**src/rtl/gpio_atr_pkg.sv**
```systemverilog
package gpio_atr_pkg;
  typedef enum logic [1:0] {
    SRC_SW   = 2'd0,
    SRC_ATR  = 2'd1,
    SRC_DBG0 = 2'd2,
    SRC_DBG1 = 2'd3
  } pin_src_e;

  localparam int REG_VALUE = 0;
  localparam int REG_DIR   = 1;
  localparam int REG_TXSEL = 2;
  localparam int REG_RXSEL = 3;
  localparam int NUM_STATES = 4;
endpackage

```
**src/rtl/gpio_atr_regs.sv**
```systemverilog
module gpio_atr_regs
  import gpio_atr_pkg::*;
#(
  parameter int PINS       = 32,
  parameter int ATR_SLOTS  = 16,
  parameter int AW         = 5,
  parameter int SYNC_DEPTH = 2
) (
  input  logic                             clk,
  input  logic                             rst_n,
  input  logic                             we,
  input  logic [AW-1:0]                    addr,
  input  logic [PINS-1:0]                  wdata,
  input  logic [PINS-1:0]                  pad_in,
  output logic [PINS-1:0]                  rdata,
  output logic [PINS-1:0]                  value_q,
  output logic [PINS-1:0]                  dir_q,
  output logic [PINS-1:0]                  txsel_q,
  output logic [PINS-1:0]                  rxsel_q,
  output logic [NUM_STATES-1:0][PINS-1:0]  state_words
);
  localparam int SW = AW - 1;

  logic                              is_slot;
  logic [SW-1:0]                     idx;
  logic [ATR_SLOTS-1:0][PINS-1:0]    slot_q;
  logic [SYNC_DEPTH-1:0][PINS-1:0]   sync_q;

  assign is_slot = addr[AW-1];
  assign idx     = addr[SW-1:0];

  always_ff @(posedge clk or negedge rst_n) begin
    if (!rst_n) begin
      value_q <= '0;
      dir_q   <= '0;
      txsel_q <= '0;
      rxsel_q <= '0;
      slot_q  <= '0;
    end else if (we) begin
      if (is_slot) begin
        slot_q[idx] <= wdata;
      end else begin
        case (int'(idx))
          REG_VALUE: value_q <= wdata;
          REG_DIR:   dir_q   <= wdata;
          REG_TXSEL: txsel_q <= wdata;
          REG_RXSEL: rxsel_q <= wdata;
          default: ;
        endcase
      end
    end
  end

  always_ff @(posedge clk or negedge rst_n) begin
    if (!rst_n) sync_q <= '0;
    else        sync_q <= {sync_q[SYNC_DEPTH-2:0], pad_in};
  end

  always_comb begin
    rdata = '0;
    if (is_slot) begin
      rdata = slot_q[idx];
    end else begin
      case (int'(idx))
        REG_VALUE: rdata = sync_q[SYNC_DEPTH-1];
        REG_DIR:   rdata = dir_q;
        REG_TXSEL: rdata = txsel_q;
        REG_RXSEL: rdata = rxsel_q;
        default:   rdata = '0;
      endcase
    end
  end

  genvar s;
  generate
    for (s = 0; s < NUM_STATES; s++) begin : g_state
      assign state_words[s] = slot_q[s];
    end
  endgenerate
endmodule

```
**src/rtl/gpio_atr_state.sv**
```systemverilog
module gpio_atr_state
  import gpio_atr_pkg::*;
#(
  parameter int PINS = 32
) (
  input  logic                            tx_active,
  input  logic                            rx_active,
  input  logic [NUM_STATES-1:0][PINS-1:0] state_words,
  output logic [PINS-1:0]                 atr_word
);
  logic [1:0] state_idx;

  assign state_idx = {rx_active, tx_active};
  assign atr_word  = state_words[state_idx];
endmodule

```
**src/rtl/gpio_pin_mux.sv**
```systemverilog
module gpio_pin_mux
  import gpio_atr_pkg::*;
#(
  parameter int PINS = 32
) (
  input  logic [PINS-1:0] value_q,
  input  logic [PINS-1:0] dir_q,
  input  logic [PINS-1:0] txsel_q,
  input  logic [PINS-1:0] rxsel_q,
  input  logic [PINS-1:0] atr_word,
  input  logic [PINS-1:0] dbg0,
  input  logic [PINS-1:0] dbg1,
  output logic [PINS-1:0] pad_out,
  output logic [PINS-1:0] pad_oe
);
  localparam int HALF = PINS / 2;

  assign pad_oe = dir_q;

  genvar p;
  generate
    for (p = 0; p < PINS; p++) begin : g_pin
      pin_src_e src;
      logic     lvl;
      if (p >= HALF) begin : g_tx
        assign src = pin_src_e'(txsel_q[2*(p-HALF) +: 2]);
      end else begin : g_rx
        assign src = pin_src_e'(rxsel_q[2*p +: 2]);
      end
      always_comb begin
        case (src)
          SRC_SW:   lvl = value_q[p];
          SRC_ATR:  lvl = atr_word[p];
          SRC_DBG0: lvl = dbg0[p];
          default:  lvl = dbg1[p];
        endcase
      end
      assign pad_out[p] = dir_q[p] & lvl;
    end
  endgenerate
endmodule

```
**src/rtl/gpio_atr_mux.sv**
```systemverilog
module gpio_atr_mux
  import gpio_atr_pkg::*;
#(
  parameter int PINS       = 32,
  parameter int ATR_SLOTS  = 16,
  parameter int SYNC_DEPTH = 2,
  localparam int AW        = $clog2(ATR_SLOTS) + 1
) (
  input  logic            clk,
  input  logic            rst_n,
  input  logic            reg_we,
  input  logic [AW-1:0]   reg_addr,
  input  logic [PINS-1:0] reg_wdata,
  output logic [PINS-1:0] reg_rdata,
  input  logic            tx_active,
  input  logic            rx_active,
  input  logic [PINS-1:0] dbg0,
  input  logic [PINS-1:0] dbg1,
  input  logic [PINS-1:0] pad_in,
  output logic [PINS-1:0] pad_out,
  output logic [PINS-1:0] pad_oe
);
  logic [PINS-1:0]                 value_q;
  logic [PINS-1:0]                 dir_q;
  logic [PINS-1:0]                 txsel_q;
  logic [PINS-1:0]                 rxsel_q;
  logic [NUM_STATES-1:0][PINS-1:0] state_words;
  logic [PINS-1:0]                 atr_word;

  gpio_atr_regs #(
    .PINS(PINS), .ATR_SLOTS(ATR_SLOTS), .AW(AW), .SYNC_DEPTH(SYNC_DEPTH)
  ) u_regs (
    .clk(clk), .rst_n(rst_n), .we(reg_we), .addr(reg_addr),
    .wdata(reg_wdata), .pad_in(pad_in), .rdata(reg_rdata),
    .value_q(value_q), .dir_q(dir_q), .txsel_q(txsel_q),
    .rxsel_q(rxsel_q), .state_words(state_words)
  );

  gpio_atr_state #(.PINS(PINS)) u_state (
    .tx_active(tx_active), .rx_active(rx_active),
    .state_words(state_words), .atr_word(atr_word)
  );

  gpio_pin_mux #(.PINS(PINS)) u_mux (
    .value_q(value_q), .dir_q(dir_q), .txsel_q(txsel_q),
    .rxsel_q(rxsel_q), .atr_word(atr_word), .dbg0(dbg0), .dbg1(dbg1),
    .pad_out(pad_out), .pad_oe(pad_oe)
  );
endmodule

```
**config.mk**
```make
export PLATFORM = sky130hd
export DESIGN_NAME = gpio_atr_mux
export DESIGN_NICKNAME = d
export VERILOG_FILES = /design/src/rtl/gpio_atr_pkg.sv /design/src/rtl/gpio_atr_regs.sv /design/src/rtl/gpio_atr_state.sv /design/src/rtl/gpio_pin_mux.sv /design/src/rtl/gpio_atr_mux.sv
export SDC_FILE = /design/constraint.sdc
export NUM_CORES = 1
export LEC_CHECK = 0
export ABC_AREA = 1
export BUFFER_PORTS_ARGS = -buffer_cell sky130_fd_sc_hd__buf_2
export CAP_MARGIN = 0
export CORE_MARGIN = 2
export CORE_UTILIZATION = 50
export CTS_BUF_LIST = sky130_fd_sc_hd__clkbuf_4
export DETAILED_ROUTE_END_ITERATION = 12
export GPL_TIMING_DRIVEN = 0
export PLACE_DENSITY = 0.79
export SLEW_MARGIN = 20
export SYNTH_ARGS = -nofsm -noshare
export SYNTH_HDL_FRONTEND = slang
export SYNTH_HIERARCHICAL = 1
export SYNTH_SLANG_ARGS = --single-unit
```
**constraint.sdc**
```tcl
create_clock -name clk -period 1.5 [get_ports clk]
set_clock_uncertainty 0.2 [all_clocks]
set_input_delay 0.075 -clock clk [delete_from_list [all_inputs] [get_ports clk]]
set_output_delay 0.075 -clock clk [all_outputs]
set_load 0.02 [all_outputs]
```
==> impl_metrics.tcl <==
set metrics [dict create \
    synth.largest_area_cell "dfrtp_1" \
    drt_iter0_markers 4424 \
    layout_setup_ws_ns -1.227 \
    synthTopCellsByArea "dfrtp_1 50%, nand2_1 27%, o21ai_0 8.7%" \
    synth_nets 5018 \
    place_hpwl_um 84740 \
    cp.required_ns 1.22 \
    yosys_register_bits 704 \
    ios 234 \
    max_cap_viol_count 0 \
    failed_checks "hold timing, setup timing" \
    start_util 0.5049 \
    placedCellCount 6058 \
    grt_pass1_wl_um 188400 \
    cts.sinks 704 \
    clk_pin_slew_worst_paths_ns 0.07 \
    r2r_start "u_regs/state_words[96]" \
    grt_pass1_vias 34204 \
    arrival_ns 2.45 \
    synth.distinct_cells 19 \
    path_class "in -> out" \
    setup.worst_path.start_class "input pin" \
    power_density_mw_per_mm2 1239 \
    cts_buffer_depth 3 \
    drt_first_pass_iters 7 \
    ant_nets 0 \
    synthCells 4880 \
    rsz0062_at_grt "yes" \
    slew_viol_final 0 \
    total_leakage_power_nw 23.49 \
    nNetsFinal 5692 \
    die_y_um 269.7 \
    timing.final.crit_share 1.818 \
    finalPower_mw 55.70 \
    post_dp_cell_area_mm2 0.03789 \
    maxSlewHeadroom 0.2554 \
    cts_buffers 186 \
    tritoncts "built" \
    port-buffer-count 230 \
    period_needed_ns 2.727 \
    worstMarginPinSlew_ns 1.117 \
    area_delta_synth_final_pct 27.34 \
    synth_area_per_cell_um2 7.233 \
    grt_usage 0.3308 \
    reg2reg_to "u_regs/state_words[96]" \
    ir_worst_vdd_uv 634.8 \
    routed_wl_um 127000 \
    fmax_mhz 366.8 \
    routed_via_density 5.464 \
    r2r_cells 3 \
    die_w_um 269.7 \
    drc 0 \
    vias 36180 \
    core_area_mm2 0.06991 \
    crit_path_start "reg_addr[1]" \
    ys_seq_area_frac 0.4991 \
    instances_no_fill 6622 \
    die_area_mm2 0.07274 \
    antenna_found_initial 8 \
    globalplace.congestion 0.9448 \
    row_count 97 \
    grt_max_degree 104 \
    hold_viol 595 \
    synth_area_mm2 0.03530 \
    fillers 5699 \
    cts.htree.levels 4 \
    synth_top_area_frac 0.4991 \
    overflow 0 \
    clkLatencyLatePin_ns 1.08 \
    worstSetupEndpointType "output pin" \
    avgRoutedWirePerCell_um 19.17 \
    r2r_slack_ns 0.02 \
    hold_class "in -> async" \
    root_buffer "clkbuf_4" \
    yosys_warnings 6 \
    fin_area_mm2 0.04495 \
    worst-path-max-fanout 10 \
    layout-drive-gt1-share 0.2509 \
    setup_viol 121 \
    status "finished, violations left" \
    timing.hold.ws_ns -0.6172 \
]
[power by group]
group | switching, mW | total (mW) | internal, mW
registers | 2.77 | 25.1 | 22.3
logic | 7.69 | 13.9 | 6.23
clock network | 8.16 | 16.7 | 8.55
total | 18.6 | 55.7 | 37.1
[worst max-delay path: stages]
cell	delay (ns)
buf_2	0.15
inv_2	0.10
dlygate4sd3_1	0.64
nand3_1	0.15
inv_4	0.23
buf_2	0.29
nand2_1	0.12
nand4_1	0.14
nand2_1	0.20
nand2_2	0.21
buf_6	0.14
[stage by stage]
stage	worst slack [ns]	TNS, ns	hold slack (ns)	utilization
final	-1.227	-86.71	-0.6172	0.6430
after global routing	-1.261	-94.89	-0.6565	0.6430
after CTS	-1.177	-281.34	-0.6839	0.6207
after detailed placement	-1.195	-538.61	-0.2224	0.5420
after global placement	-14.47	-	-0.01461	0.5387
after floorplan	-0.005386	-0.07725	-0.4206	-
[worst max-delay path by stage]
stage | slack [ns] | endpoint
floorplan | -0.005 | reg_rdata[23]
global placement | -14.47 | u_regs/slot_q[347]
detailed placement | -1.20 | reg_rdata[31]
CTS | -1.18 | reg_rdata[31]
global route | -1.26 | reg_rdata[19]
finish | -1.23 | reg_rdata[19]
[cell type report]
| cell class | count | area (µm²) | area share |
|---|---|---|---|
| Sequential cell | 704 | 17650 | 0.3927 |
| Clock buffer | 265 | 1989 | 0.04426 |
| Clock inverter | 45 | 266.5 | 0.005929 |
| Timing Repair Buffer | 491 | 4494 | 0.09999 |
| Buffer | 475 | 2909 | 0.06472 |
| Multi-Input combinational cell | 3426 | 15430 | 0.3432 |
| Inverter | 270 | 1022 | 0.02274 |
| Antenna cell | 6 | 15.01 | 0.0003340 |
| Tap cell | 940 | 1176 | 0.02617 |
[layout by cell type (no fill, tap or decap), drive strengths merged]
master,instances
nor2,101
dfrtp,704
dlygate4sd3,156
bufinv,3
nand4,32
clkinvlp,3
nand3,102
nor3,3
o21ai,672
nand2,2516
inv,274
buf,571
clkbuf,500
dlymetal6s4s,4
clkinv,35
diode,6
[metal layers]
layer | up-vias | share of wire | track usage
li1 | 16360 | - | -
met1 | 16994 | 0.36 | 0.4025
met2 | 2296 | 0.47 | 0.5379
met3 | 524 | 0.10 | 0.07249
met4 | 6 | 0.064 | 0.2039
met5 | - | 0.00030 | 0
[registers in the layout (all words and copies together) (netlist names)]
name and count:
u_regs/rxsel_q 32, u_regs/value_q 32, u_regs/state_words 128, u_regs/txsel_q 32
u_regs/sync_q 64, u_regs/slot_q 384, u_regs/dir_q 32
[synth_stat cells]
library cell / instances
buf_2: 62
nor3_4: 3
buf_1: 10
nor2_2: 34
nand3_2: 3
nand4_1: 32
buf_6: 7
nand2_2: 18
nand3_1: 99
nor2_4: 2
buf_4: 168
clkbuf_1: 233
inv_1: 261
o21ai_1: 56
nor2_1: 65
inv_2: 9
o21ai_0: 616
dfrtp_1: 704
nand2_1: 2498
[repair_timing]
item                                    in CTS  in global routing
pin swaps                                  191                205
endpoints found under the hold margin     1096                594
gates resized for setup                    480                412
hold buffers                               163                  9
endpoints found under the setup margin      96               1008
buffers inserted                            28                 52
gates cloned                                 0                  5
[kinds of logic (layout without fill, tap and decap cells)]
family | after synthesis | after routing | synth area share
flip-flops | 704 | 704 | 0.4991
other | 0 | 6 | 0
AO/OA/AOI/OAI | 672 | 672 | 0.09528
buffers and inverters | 750 | 1546 | 0.1013
AND/OR/NAND/NOR | 2754 | 2754 | 0.3043
Note: power is estimated with default switching activity, not from simulation.
